==> src/rtl/tourn_pkg.sv <==
package tourn_pkg;

    typedef enum logic [1:0] {
        STRONG_NOT   = 2'd0,
        WEAK_NOT     = 2'd1,
        WEAK_TAKEN   = 2'd2,
        STRONG_TAKEN = 2'd3
    } ctr_t;

    // Saturating up/down transition of a two-bit confidence state machine.
    function automatic ctr_t ctr_step(input ctr_t cur, input logic up);
        ctr_t nxt;
        nxt = cur;
        unique case (cur)
            STRONG_NOT:   nxt = up ? WEAK_NOT     : STRONG_NOT;
            WEAK_NOT:     nxt = up ? WEAK_TAKEN   : STRONG_NOT;
            WEAK_TAKEN:   nxt = up ? STRONG_TAKEN : WEAK_NOT;
            STRONG_TAKEN: nxt = up ? STRONG_TAKEN : WEAK_TAKEN;
        endcase
        return nxt;
    endfunction

    function automatic logic ctr_taken(input ctr_t cur);
        return (cur == WEAK_TAKEN) || (cur == STRONG_TAKEN);
    endfunction

endpackage

==> src/rtl/ctr_table.sv <==
module ctr_table
    import tourn_pkg::*;
#(
    parameter int   DEPTH = 16,
    parameter ctr_t INIT  = WEAK_NOT,
    localparam int  IDX_W = $clog2(DEPTH)
) (
    input  logic             clk,
    input  logic             rst_n,
    input  logic [IDX_W-1:0] rd_idx,
    output ctr_t             rd_ctr,
    input  logic             wr_en,
    input  logic [IDX_W-1:0] wr_idx,
    input  logic             wr_up
);

    ctr_t mem [DEPTH];
    ctr_t cur_w;
    ctr_t nxt_w;

    always_comb begin
        cur_w  = mem[wr_idx];
        nxt_w  = ctr_step(cur_w, wr_up);
        rd_ctr = mem[rd_idx];
    end

    always_ff @(posedge clk or negedge rst_n) begin
        if (!rst_n) begin
            for (int i = 0; i < DEPTH; i++) mem[i] <= INIT;
        end else if (wr_en) begin
            mem[wr_idx] <= nxt_w;
        end
    end

    // top state holds under up, bottom state holds under down
    a_r2_sat_top: assert property (@(posedge clk) disable iff (!rst_n)
        (wr_en && wr_up && cur_w == STRONG_TAKEN) |-> nxt_w == STRONG_TAKEN);
    a_r2_sat_bottom: assert property (@(posedge clk) disable iff (!rst_n)
        (wr_en && !wr_up && cur_w == STRONG_NOT) |-> nxt_w == STRONG_NOT);
    // away from the saturating ends every write changes the state
    a_r2_moves: assert property (@(posedge clk) disable iff (!rst_n)
        (wr_en && !(wr_up && cur_w == STRONG_TAKEN) && !(!wr_up && cur_w == STRONG_NOT))
        |-> nxt_w != cur_w);

endmodule

==> src/rtl/local_hist.sv <==
module local_hist #(
    parameter int  ENTRIES = 16,
    parameter int  HIST_W  = 4,
    localparam int SEL_W   = $clog2(ENTRIES)
) (
    input  logic              clk,
    input  logic              rst_n,
    input  logic [SEL_W-1:0]  rd_sel,
    output logic [HIST_W-1:0] rd_hist,
    input  logic              wr_en,
    input  logic [SEL_W-1:0]  wr_sel,
    input  logic              wr_bit,
    output logic [HIST_W-1:0] wr_hist
);

    logic [ENTRIES-1:0][HIST_W-1:0] hist;

    always_comb begin
        rd_hist = hist[rd_sel];
        wr_hist = hist[wr_sel];
    end

    always_ff @(posedge clk or negedge rst_n) begin
        if (!rst_n) begin
            hist <= '0;
        end else if (wr_en) begin
            hist[wr_sel] <= {wr_hist[HIST_W-2:0], wr_bit};
        end
    end

    // no write request, no record changes
    a_r10_hist_hold: assert property (@(posedge clk) disable iff (!rst_n)
        !wr_en |=> $stable(hist));
    // newest outcome lands in bit 0 of the selected record
    a_r4_newest_lsb: assert property (@(posedge clk) disable iff (!rst_n)
        wr_en |=> hist[$past(wr_sel)][0] == $past(wr_bit));

endmodule

==> src/rtl/tourn_pred.sv <==
module tourn_pred
    import tourn_pkg::*;
#(
    parameter int  PC_W    = 32,
    parameter int  GHIST_W = 8,
    parameter int  SEL_W   = 4,
    parameter int  LHIST_W = 4,
    localparam int G_DEPTH = 1 << GHIST_W,
    localparam int L_DEPTH = 1 << LHIST_W,
    localparam int C_DEPTH = 1 << SEL_W
) (
    input  logic            clk,
    input  logic            rst_n,
    input  logic [PC_W-1:0] fetch_pc,
    output logic            pred_taken,
    output logic            pred_gbl,
    output logic            pred_loc,
    input  logic            upd_valid,
    input  logic [PC_W-1:0] upd_pc,
    input  logic            upd_taken,
    input  logic            upd_gbl_pred,
    input  logic            upd_loc_pred
);

    logic [GHIST_W-1:0] ghist;
    logic [LHIST_W-1:0] lh_rd;
    logic [LHIST_W-1:0] lh_wr;
    ctr_t               g_ctr;
    ctr_t               l_ctr;
    ctr_t               c_ctr;
    logic               cho_we;
    logic               cho_up;
    logic               unused_hi;

    assign unused_hi = ^{fetch_pc[PC_W-1:SEL_W], upd_pc[PC_W-1:SEL_W]};

    // shared outcome record
    always_ff @(posedge clk or negedge rst_n) begin
        if (!rst_n) begin
            ghist <= '0;
        end else if (upd_valid) begin
            ghist <= {ghist[GHIST_W-2:0], upd_taken};
        end
    end

    ctr_table #(.DEPTH(G_DEPTH), .INIT(WEAK_NOT)) u_gtab (
        .clk    (clk),
        .rst_n  (rst_n),
        .rd_idx (ghist),
        .rd_ctr (g_ctr),
        .wr_en  (upd_valid),
        .wr_idx (ghist),
        .wr_up  (upd_taken)
    );

    local_hist #(.ENTRIES(C_DEPTH), .HIST_W(LHIST_W)) u_lhist (
        .clk     (clk),
        .rst_n   (rst_n),
        .rd_sel  (fetch_pc[SEL_W-1:0]),
        .rd_hist (lh_rd),
        .wr_en   (upd_valid),
        .wr_sel  (upd_pc[SEL_W-1:0]),
        .wr_bit  (upd_taken),
        .wr_hist (lh_wr)
    );

    ctr_table #(.DEPTH(L_DEPTH), .INIT(WEAK_NOT)) u_ltab (
        .clk    (clk),
        .rst_n  (rst_n),
        .rd_idx (lh_rd),
        .rd_ctr (l_ctr),
        .wr_en  (upd_valid),
        .wr_idx (lh_wr),
        .wr_up  (upd_taken)
    );

    always_comb begin
        cho_we = upd_valid && (upd_gbl_pred != upd_loc_pred);
        cho_up = (upd_gbl_pred == upd_taken);
    end

    ctr_table #(.DEPTH(C_DEPTH), .INIT(WEAK_NOT)) u_chooser (
        .clk    (clk),
        .rst_n  (rst_n),
        .rd_idx (fetch_pc[SEL_W-1:0]),
        .rd_ctr (c_ctr),
        .wr_en  (cho_we),
        .wr_idx (upd_pc[SEL_W-1:0]),
        .wr_up  (cho_up)
    );

    always_comb begin
        pred_gbl   = ctr_taken(g_ctr);
        pred_loc   = ctr_taken(l_ctr);
        pred_taken = ctr_taken(c_ctr) ? pred_gbl : pred_loc;
    end

    // agreeing components never train the chooser
    a_r6_agree_hold: assert property (@(posedge clk) disable iff (!rst_n)
        (upd_valid && upd_gbl_pred == upd_loc_pred) |-> !cho_we);
    // when both components agree the output follows them
    a_r5_agree_out: assert property (@(posedge clk) disable iff (!rst_n)
        (pred_gbl == pred_loc) |-> pred_taken == pred_gbl);
    // shared record holds without an update
    a_r10_ghist_hold: assert property (@(posedge clk) disable iff (!rst_n)
        !upd_valid |=> $stable(ghist));
    // newest outcome enters bit 0 of the shared record
    a_r3_ghist_lsb: assert property (@(posedge clk) disable iff (!rst_n)
        upd_valid |=> ghist[0] == $past(upd_taken));

endmodule

==> config.mk <==
export PLATFORM = sky130hd
export DESIGN_NAME = tourn_pred
export DESIGN_NICKNAME = d
export VERILOG_FILES = /design/src/rtl/tourn_pkg.sv /design/src/rtl/ctr_table.sv /design/src/rtl/local_hist.sv /design/src/rtl/tourn_pred.sv
export SDC_FILE = /design/constraint.sdc
export NUM_CORES = 1
export LEC_CHECK = 0
export ABC_AREA = 1
export BUFFER_PORTS_ARGS = -buffer_cell sky130_fd_sc_hd__clkbuf_2
export CAP_MARGIN = 0
export CORE_MARGIN = 8
export CORE_UTILIZATION = 35
export CTS_CLUSTER_SIZE = 8
export DETAILED_ROUTE_END_ITERATION = 8
export PLACE_DENSITY = 0.6
export SLEW_MARGIN = 25
export SYNTH_ARGS = -nofsm -noshare
export SYNTH_HDL_FRONTEND = slang
export SYNTH_SLANG_ARGS = --single-unit
==> constraint.sdc <==
create_clock -name clk -period 3.9 [get_ports clk]
set_input_delay 0.78 -clock clk [delete_from_list [all_inputs] [get_ports clk]]
set_output_delay 0.78 -clock clk [all_outputs]
set_load 0.1 [all_outputs]
==> results of run 1 <==
[worst max path at each step]
stage | slack, ns | depth (start not counted) | endpoint | from
6_report | -0.06 | 18 | pred_taken | ghist[1]$_DFFE_PN0P_
2_1_floorplan | 0.06 | 9 | pred_taken | fetch_pc[0]
3_3_place_gp | 0.18 | 18 | u_gtab.mem[30]$_DFFE_PN1P_ | ghist[0]$_DFFE_PN0P_
3_5_place_dp | 0.22 | 18 | u_gtab.mem[36]$_DFFE_PN1P_ | ghist[0]$_DFFE_PN0P_
5_1_grt | -0.13 | 18 | pred_taken | ghist[1]$_DFFE_PN0P_
4_1_cts | 0.002 | 18 | pred_taken | ghist[1]$_DFFE_PN0P_
[layout by cell type, fill, tap and decap left out, types with 18 or more instances in the layout]
cell type  netlist  layout
nand2_1       2237    2219
inv_1          449     445
dfrtp_1        360     358
dfstp_2        288     288
nand3_1        288     287
nor2_1         273     259
nor3_1         158     158
o21ai_0        159     156
buf_4           35     119
a22oi_1        104      95
clkbuf_16        0      95
nand4_1         91      91
clkbuf_1        92      66
a21oi_1         62      62
buf_12           0      46
nand2_2          5      18
[logic make-up (layout without fill, tap and decap cells)]
group | count (synthesis) | count (layout) | synth area share [%]
AO/OA/AOI/OAI | 368 | 368 | 6.37
XOR/XNOR | 1 | 1 | 0.0258
buffers and inverters | 695 | 835 | 8.56
flip-flops | 648 | 648 | 48.8
AND/OR/NAND/NOR | 3057 | 3057 | 36.2
[timing repair]
| action | 4_1_cts | 5_1_grt |
|---|---|---|
| pin swaps | 29 | 20 |
| gates cloned | 15 | 1 |
| endpoints found under the setup margin | 2 | 192 |
| buffers inserted | 40 | 8 |
| hold endpoints to repair | 0 | 0 |
| resized for setup | 64 | 17 |
[power by group through the flow]
stage          clock network [mW]  registers [mW]  logic [mW]
2_1_floorplan                   0            8.67        3.32
3_3_place_gp                    0            8.85        5.00
3_5_place_dp                    0            8.84        5.05
4_1_cts                      7.76            8.77        5.38
5_1_grt                      8.03            8.91        5.90
6_report                     7.61            8.79        5.42
[through the flow]
step	util [%]	area (µm²)
floorplan	-	34000
global placement	37.4	36000
detailed placement	37.4	36000
CTS	41.3	39800
global route	41.3	39900
finish	41.3	39900
[registers in the layout, indices dropped and copies added, names as in the netlist]
| name | count |
|---|---|
| ghist | 8 |
| u_chooser.mem | 32 |
| u_gtab.mem | 512 |
| u_lhist.hist | 64 |
| u_ltab.mem | 32 |
[worst max-delay path, stage by stage, from the launching register on]
cell     delay (ns)
dfrtp_2        0.44
buf_12         0.15
nand2_4        0.08
inv_8          0.07
buf_12         0.16
buf_6          0.15
a22oi_2        0.22
nand2_1        0.10
nand2_2        0.08
nand2_2        0.08
nor2_4         0.13
nor2_2         0.05
nor2_2         0.13
nand2_2        0.08
nor2_4         0.14
nand2_4        0.13
nand2_4        0.09
o21ai_4        0.07
buf_12         0.17
[routing by layer]
layer	routed length (µm)	vias to the layer above	part of all wire [%]
met5	0	-	0
met4	5170	0	4.5
met3	8280	284	7.2
met2	51700	1174	45
met1	50400	15200	44
li1	-	15100	-
[final cells by class]
class | count | area (µm²) | share of cell area, %
Sequential cell | 648 | 16600 | 41.6
Multi-Input combinational cell | 3426 | 14700 | 37.0
Clock buffer | 161 | 2610 | 6.56
Timing Repair Buffer | 207 | 2520 | 6.33
Inverter | 463 | 1750 | 4.39
Tap cell | 1276 | 1600 | 4.00
Clock inverter | 4 | 67.6 | 0.169
==> results_dict.tcl, run 1 <==
set metrics [dict create \
    wl_per_cell_um 18.7 \
    synth_ff_type "dfrtp_1" \
    grt_util_met1_pct 28.7 \
    p_total_mw 21.8 \
    finalHoldViolCount 0 \
    finalCriticalPeriod_ns 3.96 \
    clock_skew_ns 0.0457 \
    cts_root_buffer "clkbuf_16" \
    hpwl_mm 67.9 \
    power.share.clock_pct 34.9 \
    seqPwrFrac_pct 40.3 \
    grt_overflow 0 \
    core_area_um2 96400 \
    grt_max_degree 122 \
    cp.arrival_ns 3.18 \
    end_kind "output port" \
    dieHeight_um 327 \
    rrSetupSlack_ns 0.16 \
    ys_seq_area_share_pct 48.8 \
    synth-edff-count 0 \
    worst_slack_ns -0.0603 \
    route.detailed.drc 0 \
    cp_max_fo 8 \
    place.gp.congestion 0.880 \
    violations "setup timing" \
    async_reset_ff_share_pct 100 \
    p_int_mw 14.4 \
    fillerInstances 9926 \
    vdd_ir_drop_max_uv 581 \
    dieArea_um2 107000 \
    outcome "complete, but fails checks" \
    portBuffers 16 \
    comb_power_share_pct 24.9 \
    maxSlewViolCount 0 \
    yosysTopAreaCell "dfrtp_1" \
    clock_path_buffers 3 \
    fmax_mhz 253 \
    r2r-start "ghist[1]$_DFFE_PN0P_" \
    grt_pass1_vias 30500 \
    r2r_cells 21 \
    area_delta_synth_final_pct 17.4 \
    drtIter0Drc 3158 \
    synth.most_common_cell "nand2_1" \
    top_usage_layer "met2" \
    p_switching_mw 7.41 \
    io_pins 73 \
    dp.cells 5958 \
    grtUsageMet3_pct 3.35 \
    synth_area_um2 33900 \
    p_leak_nw 18.7 \
    sw_frac_of_total_pct 34.0 \
    synth_nets 4839 \
    final-setup-viol-count 2 \
    ys_seq_elements 648 \
    worstPathRequired_ns 3.12 \
    dieWidth_um 327 \
    r2r-end "u_gtab.mem[27]$_DFFE_PN0P_" \
    via_per_inst 5.14 \
    nets 4907 \
    hold_path_class "in2async" \
    cts_buffers 91 \
    synth_cell_types 28 \
    cp-start-kind "flop" \
    cts_tree "built" \
    yosys-top-cells-count "2237 x nand2_1, 449 x inv_1, 360 x dfrtp_1" \
    grt.total_usage_pct 21.1 \
    finalSetupTns_ns -0.114 \
    worstSetupPathType "reg2out" \
    fin_crit_sh_pct 102 \
    power_density_nw_per_um2 547 \
    cts.htree.levels 3 \
    synth_top_area_share_pct 26.5 \
    layout.cells.non_filler 6185 \
    initial_core_util_pct 35.2 \
    cts_sinks 648 \
    yosysWarnings 0 \
    syn_inst 4769 \
    num_vias 31800 \
    path_clk_slew_ns 0.05 \
    num_rows 114 \
    grtUsageMet2_pct 33.3 \
    firstDrtPassIters 7 \
    max-cap-violations 0 \
    tightest_slew_ns 1.17 \
    clkLatencyLatePin_ns 0.66 \
    antenna_found_initial 1 \
    holdWs_ns 0.108 \
    grt_pass1_wl_mm 180 \
    cts_hold_buffers 0 \
    synthTopCellsByArea "dfrtp_1 27%, nand2_1 25%, dfstp_2 22%" \
    wirelength_mm 116 \
    antennaDiodeCount 0 \
    avgSynthCellArea_um2 7.12 \
    rsz0062_at_grt "true" \
    pre_cts_slack_ns 0.217 \
    drive_above_1_share_pct 13.5 \
    slew_headroom_pct 21.6 \
    ant_nets 0 \
]
Power figures use the tool's default switching activity.
==> run 2, diff against run 1 <==
--- a/config.mk
+++ b/config.mk
@@ -8,6 +8,7 @@
 export ABC_AREA = 1
 export BUFFER_PORTS_ARGS = -buffer_cell sky130_fd_sc_hd__clkbuf_2
 export CAP_MARGIN = 0
+export CORE_ASPECT_RATIO = 2
 export CORE_MARGIN = 8
 export CORE_UTILIZATION = 35
 export CTS_CLUSTER_SIZE = 8
==> results_dict.tcl, run 2 (same netlist as run 1, synthesis figures left out) <==
set metrics [dict create \
    place.gp.congestion 0.938 \
    firstDrtPassIters 6 \
    violations "setup timing" \
    area_delta_synth_final_pct 16.2 \
    wirelength_mm 124 \
    fmax_mhz 256 \
    path_clk_slew_ns 0.06 \
    worst_slack_ns -0.00362 \
    stdcell_area_um2 39400 \
    vdd_ir_drop_max_uv 429 \
    cp-start-kind "flop" \
    p_leak_nw 18.6 \
    wl_per_cell_um 20.2 \
    outcome "complete, but fails checks" \
    maxSlewViolCount 0 \
    end_kind "output port" \
    finalCriticalPeriod_ns 3.90 \
    rsz0062_at_grt "true" \
    cts_buffers 90 \
    fin_crit_sh_pct 100 \
    cts_tree "built" \
    grt_max_degree 116 \
    r2r-start "ghist[0]$_DFFE_PN0P_" \
    num_vias 32100 \
    startpoint "ghist[1]$_DFFE_PN0P_" \
    grt_pass1_vias 31900 \
    postPlaceCellArea_um2 36300 \
    layout_commonest_cell "nand2_1" \
    worstPathRequired_ns 3.12 \
    portBuffers 16 \
    num_rows 161 \
    reg_top3 "u_gtab.mem: 512 flops, u_lhist.hist: 64 flops" \
    grt.total_usage_pct 22.3 \
    finalHoldViolCount 0 \
    cts_sinks 648 \
    cts_root_buffer "clkbuf_16" \
    hold_path_class "in2async" \
    pre_cts_slack_ns 0.207 \
    via_per_inst 5.24 \
    dieArea_um2 108000 \
    power_density_nw_per_um2 552 \
    hpwl_mm 80.1 \
    dieWidth_um 236 \
    regMostFlops "u_gtab.mem" \
    nets 4900 \
    holdWs_ns 0.125 \
    initial_core_util_pct 35.3 \
    drtIter0Drc 2412 \
    route.detailed.drc 0 \
    tightest_slew_ns 1.13 \
    clock_skew_ns 0.0304 \
    largest_reg_flops 512 \
    worstSetupPathType "reg2out" \
    ant_nets 0 \
    cts.htree.levels 3 \
    dieHeight_um 456 \
    p_total_mw 21.8 \
    slew_headroom_pct 24.8 \
    layout_common_cells "2228 x nand2_1, 444 x inv_1, 358 x dfrtp_1, 288 x dfstp_2, 287 x nand3_1" \
    clock_path_buffers 3 \
    cp_max_fo 24 \
    io_pins 73 \
    clkLatencyLatePin_ns 0.67 \
    final-setup-viol-count 1 \
    core_area_um2 96300 \
    grt_pass1_wl_mm 187 \
    cp.arrival_ns 3.12 \
    max-cap-violations 0 \
    antenna_found_initial 1 \
    grt_overflow 0 \
    drive_above_1_share_pct 13.0 \
]
-- run 2: cell count changes in the layout (fill, tap and decap cells not counted), moves of 4 or more --
| cell | before | now |
|---|---|---|
| nand2_1 | 2219 | 2228 |
| nand2_2 | 18 | 9 |
| bufbuf_16 | 9 | 2 |
| o21ai_1 | 9 | 13 |
| a22oi_1 | 95 | 102 |
| o21ai_2 | 7 | 1 |
| a22oi_2 | 9 | 2 |
-- run 2: repair_timing --
item	CTS	global route
setup endpoints to repair	2	2
hold buffers	0	0
gates resized for setup	49	7
hold endpoints to repair	0	0
pin swaps	15	13
cloned	4	3
setup buffers	10	7
-- run 2: through the flow --
stage	setup TNS, ns	cells	util (%)
floorplan	0	4769	-
global placement	0	5936	37.7
detailed placement	0	5936	37.7
CTS	0	6113	40.8
global route	-0.204	6124	41.0
finish	-0.00362	6124	41.0
-- run 2: where the power goes --
part / total [mW] / internal (mW) / leakage [nW] / switching (mW)
Sequential: 8.80 / 8.16 / 7.87 / 0.640
Combinational: 5.47 / 1.74 / 9.49 / 3.73
Clock: 7.49 / 4.42 / 1.24 / 3.07
Total: 21.8 / 14.3 / 18.6 / 7.44
-- run 2: area by class of cell --
cell class              count  area (µm²)
diodes                      1        2.50
clock buffers             161        2580
clock inverters             2        17.5
fillers                  9937       56900
inverters                 463        1760
multi-input cells        3426       14700
flip-flops and latches    648       16600
well taps                1222        1530
repair buffers            201        2300
-- run 2: critical path, stage by stage (launching register included) --
cell and delay, ns:
dfrtp_2 0.47, nand2_4 0.16, inv_16 0.09, buf_16 0.17, buf_4 0.17, nand2_1 0.06
nand4_1 0.15, nand2_1 0.15, nand4_1 0.11, nand2_1 0.09, nand3_2 0.09, nand2_1 0.09
inv_1 0.06, nor2_4 0.14, nand2_4 0.10, nand2_4 0.07, o21ai_4 0.07, buf_12 0.17
-- run 2: layer usage --
layer | share of wire (%) | GRT usage [%]
met4 | 9.6 | 18.4
met1 | 34 | 22.6
met3 | 5.2 | 3.25
met2 | 51 | 40.2
met5 | 0 | 0
-- run 2: path summary, 6_finish.rpt --
| path | end | slack, ns | depth (start not counted) |
|---|---|---|---|
| max in group asynchronous | u_ltab.mem[12]$_DFFE_PN1P_ | 2.80 | 2 |
| max reg2reg | u_gtab.mem[101]$_DFFE_PN0P_ | 0.16 | 20 |
| min | u_lhist.hist[10]$_DFFE_PN0P_ | 0.12 | 1 |
| max | pred_taken | -0.004 | 17 |
| min reg2reg | u_gtab.mem[78]$_DFFE_PN1P_ | 0.46 | 2 |
| min in group clk | u_gtab.mem[78]$_DFFE_PN1P_ | 0.46 | 2 |
